### src/rtl/frac_pwm_pkg.sv
package frac_pwm_pkg;

    localparam int FRAC_W = 6;

    typedef enum logic [1:0] {
        DITH_OFF = 2'd0,
        DITH_16  = 2'd1,
        DITH_32  = 2'd2,
        DITH_64  = 2'd3
    } dith_res_e;

    typedef struct packed {
        logic              extra;
        logic [FRAC_W-1:0] acc_nxt;
    } dith_step_t;

    function automatic logic [FRAC_W-1:0] res_mask(dith_res_e r);
        case (r)
            DITH_16: return 6'h0F;
            DITH_32: return 6'h1F;
            DITH_64: return 6'h3F;
            default: return 6'h00;
        endcase
    endfunction

    // One accumulator step: overflow decides the extra clock, direction inverts it
    function automatic dith_step_t dith_step(logic [FRAC_W-1:0] acc,
                                             logic [FRAC_W-1:0] inc,
                                             dith_res_e r, logic down);
        dith_step_t        s;
        logic [FRAC_W:0]   sum;
        logic [FRAC_W-1:0] m;
        logic              ovf;
        logic              active;
        m      = res_mask(r);
        sum    = {1'b0, acc} + {1'b0, inc};
        ovf    = sum > {1'b0, m};
        active = (r != DITH_OFF) && (inc != '0);
        s.extra   = active && (down ? !ovf : ovf);
        s.acc_nxt = sum[FRAC_W-1:0] & m;
        return s;
    endfunction

endpackage

### src/rtl/frac_pwm_dither.sv
module frac_pwm_dither
    import frac_pwm_pkg::*;
(
    input  logic              clk,
    input  logic              rst,
    input  logic              step,
    input  dith_res_e         res,
    input  logic              down,
    input  logic [FRAC_W-1:0] inc,
    output logic              extra
);

    logic [FRAC_W-1:0] acc_q;
    dith_res_e         res_q;
    logic [FRAC_W-1:0] acc_eff;
    dith_step_t        st;

    // a resolution change restarts the pattern from zero
    assign acc_eff = (res != res_q) ? '0 : acc_q;
    assign st      = dith_step(acc_eff, inc, res, down);
    assign extra   = st.extra;

    always_ff @(posedge clk) begin
        if (rst) begin
            acc_q <= '0;
            res_q <= DITH_OFF;
        end else if (step) begin
            acc_q <= st.acc_nxt;
            res_q <= res;
        end
    end

    // stored accumulator never leaves the range of its resolution
    p_acc_masked_r1: assert property (@(posedge clk) disable iff (rst)
        (acc_q & ~res_mask(res_q)) == '0);

    // a zero increment freezes the accumulator
    p_acc_hold_r5: assert property (@(posedge clk) disable iff (rst)
        (step && inc == '0 && res == res_q) |=> (acc_q == $past(acc_q)));

endmodule

### src/rtl/frac_pwm_timebase.sv
module frac_pwm_timebase #(
    parameter int CW = 11
) (
    input  logic          clk,
    input  logic          rst,
    input  logic          en,
    input  logic [CW-1:0] nxt_len,
    input  logic [CW-1:0] nxt_wid,
    output logic          start,
    output logic          pwm_out,
    output logic          cyc_start
);

    logic          running;
    logic [CW-1:0] cnt;
    logic [CW-1:0] len_q;
    logic [CW-1:0] wid_q;

    assign start = en && (!running || (cnt == len_q - CW'(1)));

    always_ff @(posedge clk) begin
        if (rst) begin
            running <= 1'b0;
            cnt     <= '0;
            len_q   <= '0;
            wid_q   <= '0;
        end else if (!en) begin
            running <= 1'b0;
            cnt     <= '0;
        end else if (start) begin
            running <= 1'b1;
            cnt     <= '0;
            len_q   <= nxt_len;
            wid_q   <= nxt_wid;
        end else begin
            cnt <= cnt + CW'(1);
        end
    end

    assign pwm_out   = running && (cnt < wid_q);
    assign cyc_start = running && (cnt == '0);

    // the count stays inside the latched cycle length
    p_cnt_in_cycle_r10: assert property (@(posedge clk) disable iff (rst)
        running |-> (cnt < len_q));

    // latched lengths move only on a cycle boundary
    p_hold_midcycle_r9: assert property (@(posedge clk) disable iff (rst)
        (running && !start) |=> ($stable(len_q) && $stable(wid_q)));

    // compare at or past the period keeps the output high
    p_full_high_r10: assert property (@(posedge clk) disable iff (rst)
        (running && wid_q >= len_q) |-> pwm_out);

    // a running cycle is never zero clocks long
    p_len_nonzero_r11: assert property (@(posedge clk) disable iff (rst)
        running |-> (len_q != '0));

endmodule

### src/rtl/frac_pwm.sv
module frac_pwm
    import frac_pwm_pkg::*;
#(
    parameter int WORD_W = 16
) (
    input  logic              clk,
    input  logic              rst,
    input  logic              en,
    input  logic [1:0]        res_sel,
    input  logic              dir_down,
    input  logic [WORD_W-1:0] period_word,
    input  logic [WORD_W-1:0] cmp_word,
    output logic              pwm_out,
    output logic              cyc_start
);

    localparam int INT_W = WORD_W - FRAC_W;
    localparam int CW    = INT_W + 1;
    localparam int NACC  = 2;

    dith_res_e         res_e;
    logic [INT_W-1:0]  per_int;
    logic [INT_W-1:0]  cmp_int;
    logic [FRAC_W-1:0] inc_arr [NACC];
    logic [NACC-1:0]   extra_v;
    logic [CW-1:0]     len_raw;
    logic [CW-1:0]     nxt_len;
    logic [CW-1:0]     nxt_wid;
    logic              start;

    assign res_e      = dith_res_e'(res_sel);
    assign per_int    = period_word[WORD_W-1:FRAC_W];
    assign cmp_int    = cmp_word[WORD_W-1:FRAC_W];
    assign inc_arr[0] = period_word[FRAC_W-1:0];
    assign inc_arr[1] = cmp_word[FRAC_W-1:0];

    // index 0 dithers the period, index 1 dithers the pulse width
    for (genvar g = 0; g < NACC; g++) begin : g_dith
        frac_pwm_dither u_dither (
            .clk   (clk),
            .rst   (rst),
            .step  (start),
            .res   (res_e),
            .down  (dir_down),
            .inc   (inc_arr[g]),
            .extra (extra_v[g])
        );
    end

    assign len_raw = {1'b0, per_int} + CW'(extra_v[0]);
    assign nxt_len = (len_raw == '0) ? CW'(1) : len_raw;
    assign nxt_wid = {1'b0, cmp_int} + CW'(extra_v[1]);

    frac_pwm_timebase #(.CW(CW)) u_timebase (
        .clk       (clk),
        .rst       (rst),
        .en        (en),
        .nxt_len   (nxt_len),
        .nxt_wid   (nxt_wid),
        .start     (start),
        .pwm_out   (pwm_out),
        .cyc_start (cyc_start)
    );

    // nothing toggles while held in reset-like idle
    p_idle_low_r11: assert property (@(posedge clk) disable iff (rst)
        !$past(en) |-> (!pwm_out && !cyc_start));

endmodule

### config.mk
export PLATFORM = sky130hd
export DESIGN_NAME = frac_pwm
export DESIGN_NICKNAME = d
export VERILOG_FILES = /design/src/rtl/frac_pwm_pkg.sv /design/src/rtl/frac_pwm_dither.sv /design/src/rtl/frac_pwm_timebase.sv /design/src/rtl/frac_pwm.sv
export SDC_FILE = /design/constraint.sdc
export NUM_CORES = 1
export LEC_CHECK = 0
export BUFFER_PORTS_ARGS = -buffer_cell sky130_fd_sc_hd__buf_4
export CAP_MARGIN = 40
export CORE_ASPECT_RATIO = 1.75
export CORE_MARGIN = 5
export CORE_UTILIZATION = 25
export CTS_CLUSTER_DIAMETER = 60
export DETAILED_ROUTE_END_ITERATION = 12
export HOLD_SLACK_MARGIN = 0.05
export PLACE_DENSITY = 0.47
export SLEW_MARGIN = 20
export SYNTH_ARGS = -nofsm -noshare
export SYNTH_HDL_FRONTEND = slang
export SYNTH_SLANG_ARGS = --single-unit
### constraint.sdc
create_clock -name clk -period 6.45 [get_ports clk]
set_clock_uncertainty 0.2 [all_clocks]
set_input_delay 0.3225 -clock clk [delete_from_list [all_inputs] [get_ports clk]]
set_output_delay 0.3225 -clock clk [all_outputs]
set_load 0.02 [all_outputs]
==> results.sh, run 1 <==
export IMPL_crit_type="reg2reg"
export IMPL_cts_sinks=48
export IMPL_grt_max_degree=40
export IMPL_core_um2=15880
export IMPL_multi_input_area_um2=2755
export IMPL_rows=61
export IMPL_drv_slew=0
export IMPL_start_util_pct=25.30
export IMPL_setup_viol=0
export IMPL_fin_setup_tns_ns=0
export IMPL_final_nets=600
export IMPL_drive_above_1_share_pct=14.17
export IMPL_dr_max_layer_used="met4"
export IMPL_synth_edff_count=0
export IMPL_async_flop_share_pct=0
export IMPL_grt_pass1_vias=3483
export IMPL_path_clk_slew_ns=0.06
export IMPL_powerDensity_nw_per_um2=185.3
export IMPL_cp_max_fo=12
export IMPL_ir_drop_uv=114.3
export IMPL_synthesis_area_um2=4016
export IMPL_start_kind="flop"
export IMPL_status="completed"
export IMPL_cts_root_buf="clkbuf_16"
export IMPL_synthCells=484
export IMPL_dp_hpwl_um=8356
export IMPL_fin_util_pct=29.00
export IMPL_cts_hold_buf=0
export IMPL_port_buffers=39
export IMPL_cp_required_ns=6.46
export IMPL_yosysUniqueCellTypes=56
export IMPL_fin_crit_sh_pct=83.31
export IMPL_crit_path_end_kind="flop"
export IMPL_fmax_mhz=186.1
export IMPL_cts_made_buffers=5
export IMPL_syn_num_nets=577
export IMPL_dpl_cell_area_um2=4410
export IMPL_drtIter0Drc=126
export IMPL_yosysWarnings=0
export IMPL_gp_congestion=0.8793
export IMPL_drc_errors=0
export IMPL_synth_seq_cells=48
export IMPL_dieArea_um2=18800
export IMPL_leakage_nw=1.898
export IMPL_postLayoutCellArea_um2=4604
export IMPL_n_antenna_cell=0
export IMPL_avgSynthCellArea_um2=8.298
export IMPL_ys_seq_area_share_pct=23.93
export IMPL_relSlewSlack_pct=54.88
export IMPL_firstDrtPassIters=4
export IMPL_cap_violations=0
export IMPL_hp_class="in2reg"
export IMPL_finalHoldViolCount=0
export IMPL_post_cts_buffers=0
export IMPL_synth_ff_type="dfxtp_1"
export IMPL_tightest_slew_ns=0.6744
export IMPL_grt_total_usage_pct=11.55
export IMPL_rsz0062_at_grt="false"
export IMPL_antenna_found_initial=0
export IMPL_arrival_ns=5.38
export IMPL_dr_wl_met3_um=168
export IMPL_post_place_cells=688
export IMPL_die_x_um=105.8
export IMPL_totalWireLength_um=10700
export IMPL_cts_max_level=2
export IMPL_cts_buffer_depth=2
export IMPL_route_met2_wl_um=6131
export IMPL_wl_met1_um=4092
export IMPL_cts_resized=0
export IMPL_ios=40
export IMPL_grt_pass1_wl_um=17510
export IMPL_cts_tree="built"
export IMPL_ant_nets=0
export IMPL_die_y_um=177.7
export IMPL_final_cells=697
export IMPL_register_area_um2=960.9
export IMPL_vias_per_cell=4.947
export IMPL_vias=3448
export IMPL_clk_latency_ns=0.29
export IMPL_grt_ovfl_total=0
export IMPL_syn_to_final_growth_pct=14.64
export IMPL_min_period_ns=5.373
export IMPL_wl_per_cell_um=15.35
export IMPL_num_fill_cells=1703
## critical path: stages, from the launching register on
cell	delay [ns]
dfxtp_1	0.31
xor2_1	0.16
nor2_1	0.54
and2_1	0.27
ha_1	0.24
a21o_1	0.17
a21oi_1	0.23
o21bai_1	0.09
a21oi_1	0.17
xnor2_1	0.17
ha_1	0.30
nor4b_1	0.15
and3_1	0.17
o21ai_0	0.20
xnor2_1	0.09
nor3_1	0.21
ha_1	0.25
ha_1	0.30
and3_1	0.33
mux2_2	0.36
nor2_1	0.08
a31oi_1	0.09
a211oi_1	0.22
## registers in the layout (all words and copies together) (netlist names)
name and count:
g_dith.u_dither.acc_q 12, u_timebase.cnt 11, u_timebase.len_q 11, u_timebase.wid_q 11
g_dith.u_dither.res_q 2, u_timebase.running 1
## synthesized netlist by cell type (9+ instances only)
| library cell | number | area (um2) |
|---|---|---|
| nand2_1 | 12 | 45.04 |
| a21o_1 | 9 | 67.56 |
| a21oi_1 | 50 | 250.2 |
| nand3_1 | 39 | 195.2 |
| clkbuf_1 | 15 | 56.30 |
| xor2_1 | 23 | 201.4 |
| ha_1 | 53 | 663.1 |
| and3_1 | 12 | 75.07 |
| dfxtp_1 | 48 | 960.9 |
| a211oi_2 | 12 | 150.1 |
| and2_1 | 11 | 68.82 |
| nor2_1 | 22 | 82.58 |
| inv_1 | 39 | 146.4 |
| o21ai_0 | 18 | 90.09 |
| xnor2_1 | 23 | 201.4 |
## per-stage QoR
step | setup slack [ns] | hold WS (ns) | total power, mW
2_1_floorplan | 1.679 | 0.2246 | 0.4795
3_3_place_gp | 1.170 | 0.2613 | 0.5407
3_5_place_dp | 0.9624 | 0.2666 | 0.5452
4_1_cts | 1.076 | 0.1147 | 0.8663
5_1_grt | 0.5352 | 0.1286 | 0.9067
6_report | 1.077 | 0.1183 | 0.8532
## worst paths after layout
path / start / to / slack, ns / depth (start not counted)
worst max-delay path: g_dith[1].u_dither.res_q[0] / u_timebase.len_q[0] / 1.08 / 22
worst min-delay path: res_sel[0] / g_dith[1].u_dither.res_q[0] / 0.12 / 3
worst max register to register: g_dith[1].u_dither.res_q[0] / u_timebase.len_q[0] / 1.08 / 22
worst min register to register: g_dith[0].u_dither.acc_q[5] / g_dith[0].u_dither.acc_q[5] / 0.27 / 2
## per-layer routing
layer	track usage [%]	vias up
li1	-	1771
met4	4.484	0
met3	1.056	12
met2	23.51	39
met5	0	-
met1	11.82	1626
## kinds of logic after synthesis
family | count (synthesis) | share of synthesized area (%)
AO/OA/AOI/OAI | 135 | 22.96
XOR/XNOR | 46 | 10.03
AND/OR/NAND/NOR | 132 | 17.57
adder cells (fa/ha/maj) | 55 | 17.51
flip-flops | 48 | 23.93
multiplexers | 2 | 0.5296
buffers and inverters | 66 | 7.476
## cells in the final DEF, fill, tap and decap left out, drive strengths merged, types with 2 or more instances in the layout
cell / instances
o211ai: 2
a211oi: 19
or4: 5
o31ai: 2
a31oi: 5
o221ai: 2
clkbuf: 7
buf: 42
nor4b: 3
xor2: 23
nor3: 7
o21ai: 26
nand2b: 3
and2: 11
inv: 39
nor4: 5
a21oi: 52
nand3: 39
and3: 12
nand2: 13
o21a: 2
ha: 53
fa: 2
or3: 6
xnor2: 23
o21bai: 6
a21o: 9
dfxtp: 48
nor2: 23
## power breakdown
part	leakage, nW	switching [mW]	internal (mW)	total, mW
Combinational	1.42	0.120	0.0922	0.212
Clock	0.0901	0.112	0.204	0.316
Sequential	0.393	0.0134	0.312	0.325
Total	1.90	0.245	0.608	0.853
## cell type report
class                           instances  share of cell area, %
Multi-Input combinational cell        370                  59.84
Sequential cell                        48                  20.87
Timing Repair Buffer                   42                  6.929
Tap cell                              189                  5.136
Clock buffer                            7                  3.315
Inverter                               40                  3.261
Clock inverter                          1                 0.6522
No activity file was read; power rests on OpenSTA's default activity.
==> run 2, diff against run 1 <==
Clock period 6.45 ns to 5.3 ns, I/O delays scaled along.
==> run 2 against run 1 <==
Hold slack worse by 0.053 ns. Non-clock buffer count increased by 1. Design area fell by 0.11%. Critical path type unchanged. Critical endpoint is now u_timebase.wid_q[10].
==> results.sh, run 2 (synthesis results as in run 1) <==
export IMPL_grt_ovfl_total=0
export IMPL_regMostFlops="g_dith.u_dither.acc_q"
export IMPL_totalWireLength_um=10520
export IMPL_arrival_ns=4.77
export IMPL_cts_sinks=48
export IMPL_min_period_ns=4.763
export IMPL_post_cts_buffers=0
export IMPL_tightest_slew_ns=0.6595
export IMPL_ant_nets=0
export IMPL_start_kind="flop"
export IMPL_pwr_share_comb_pct=27.2
export IMPL_cp_max_fo=7
export IMPL_ir_drop_uv=150.6
export IMPL_drive_above_1_share_pct=15.55
export IMPL_final_nets=601
export IMPL_dieArea_um2=18800
export IMPL_fmax_mhz=210.0
export IMPL_rsz0062_at_grt="false"
export IMPL_n_antenna_cell=0
export IMPL_reg2reg_depth=22
export IMPL_final_cells=697
export IMPL_core_um2=15880
export IMPL_reg2reg_slack_ns=0.54
export IMPL_clk_latency_ns=0.29
export IMPL_cts_root_buf="clkbuf_16"
export IMPL_die_y_um=177.7
export IMPL_layout_commonest_cell="ha_1"
export IMPL_layout_setup_ws_ns=0.5374
export IMPL_crit_slowest_cell="fa_1"
export IMPL_setup_viol=0
export IMPL_cp_num_cells=22
export IMPL_fin_crit_sh_pct=89.86
export IMPL_largest_reg_flops=12
export IMPL_firstDrtPassIters=4
export IMPL_path_clk_slew_ns=0.06
export IMPL_crit_path_end_kind="flop"
export IMPL_status="completed"
export IMPL_intPower_uw=666.9
export IMPL_clockPowerShare_pct=31.7
export IMPL_cp_required_ns=5.30
export IMPL_p_switching_uw=296.0
export IMPL_ios=40
export IMPL_rows=61
export IMPL_cts_max_level=2
export IMPL_cpMostUsedCell="ha_1"
export IMPL_antenna_found_initial=0
export IMPL_port_buffers=39
export IMPL_grt_pass1_vias=3657
export IMPL_gp_congestion=0.8541
export IMPL_syn_to_final_growth_pct=14.52
export IMPL_holdPathStages=3
export IMPL_drc_errors=0
export IMPL_cts_buffer_depth=2
export IMPL_r2r_start="g_dith[1].u_dither.res_q[1]"
export IMPL_pre_cts_slack_ns=0.03137
export IMPL_leakage_nw=1.882
export IMPL_vias_per_cell=5.017
export IMPL_slowest_delay_ns=0.40
export IMPL_grt_pass1_wl_um=17810
export IMPL_drv_slew=0
export IMPL_cts_tree="built"
export IMPL_finalHoldViolCount=0
export IMPL_cap_violations=0
export IMPL_critPathTopFamily="adder cells"
export IMPL_start_util_pct=25.30
export IMPL_drtIter0Drc=170
export IMPL_powerDensity_nw_per_um2=209.4
export IMPL_fin_setup_tns_ns=0
export IMPL_worst_path_buf_inv=3
export IMPL_cts_made_buffers=5
export IMPL_vias=3497
export IMPL_final_cell_mix="51 x ha_1, 49 x a21oi_1, 48 x dfxtp_1"
export IMPL_worstPathCellList="xor2_1 > nor2_2 > buf_4 > and2_1 > ha_1 > inv_1 > fa_1 > inv_1 > a21oi_1 > o21ai_0 > xor2_1 > ha_1 > a31oi_1 > o221ai_1 > xnor2_1 > nor3_1 > ha_1 > ha_1 > nand3_1 > nor4b_1 > nand3_1 > o31ai_1"
export IMPL_wl_per_cell_um=15.09
export IMPL_grt_total_usage_pct=11.62
export IMPL_die_x_um=105.8
export IMPL_hp_class="in2reg"
export IMPL_dp_hpwl_um=8285
export IMPL_grt_max_degree=40
export IMPL_min_to="g_dith[1].u_dither.res_q[0]"
export IMPL_r2r_end="u_timebase.wid_q[10]"
export IMPL_crit_type="reg2reg"
export IMPL_relSlewSlack_pct=55.93
export IMPL_p_sw_share_pct=30.74
export IMPL_seqPwrFrac_pct=41.1
export IMPL_post_place_cells=690
export IMPL_hp_start="res_sel[0]"
-- run 2: how the worst max path moves through the flow --
stage                                startpoint                   end
floorplan           g_dith[1].u_dither.res_q[0]   u_timebase.len_q[0]
global placement                     res_sel[1]   u_timebase.len_q[0]
detailed placement                   res_sel[1]   u_timebase.len_q[0]
CTS                 g_dith[1].u_dither.res_q[0]   u_timebase.len_q[0]
global route        g_dith[1].u_dither.res_q[1]  u_timebase.wid_q[10]
finish              g_dith[1].u_dither.res_q[1]  u_timebase.wid_q[10]
-- run 2: power by group through the flow --
stage	sequential, mW	clock (mW)	combinational [mW]
after floorplan	0.397	0	0.187
after global placement	0.403	0	0.254
after global routing	0.397	0.333	0.296
after detailed placement	0.404	0	0.260
final	0.395	0.306	0.262
after CTS	0.395	0.323	0.261
-- run 2: routing by layer --
metal  vias to the layer above  track usage, %  share of wire (%)
met3                        13          0.7645                1.2
met4                         0           4.700                2.9
met1                      1683           11.84                 38
li1                       1765               -                  -
met5                         -               0                  0
met2                        36           23.83                 58
-- run 2: stage by stage --
stage	total power, mW	cell area [um2]	utilization (%)	hold slack, ns
floorplan	0.5836	4016	-	0.1671
global placement	0.6575	4418	27.83	0.2608
detailed placement	0.6633	4429	27.90	0.2655
CTS	0.9802	4563	28.74	0.05903
global route	1.026	4599	28.97	0.08100
finish	0.9629	4599	28.97	0.06526
-- run 2: repair_timing --
action | in CTS | in global routing
gates resized for setup | 0 | 9
setup endpoints to repair | 0 | 3
hold buffers | 0 | 0
-- run 2: tightest hold or removal path, delay by kind of cell --
kind / cells / cell delay, ns
AOI/OAI and AO/OA: 1 / 0.05
buffers and inverters: 1 / 0.13
and+or+nand+nor: 1 / 0.06
-- run 2: cell type report --
class                      instances  area [um2]
clock buffer                       6       128.9
clock inverter                     1       5.005
fill                            1714       11280
inverter                          40       150.1
multi-input combinational        370        2791
sequential                        48       960.9
tap                              189       236.5
timing repair buffer              43       326.6
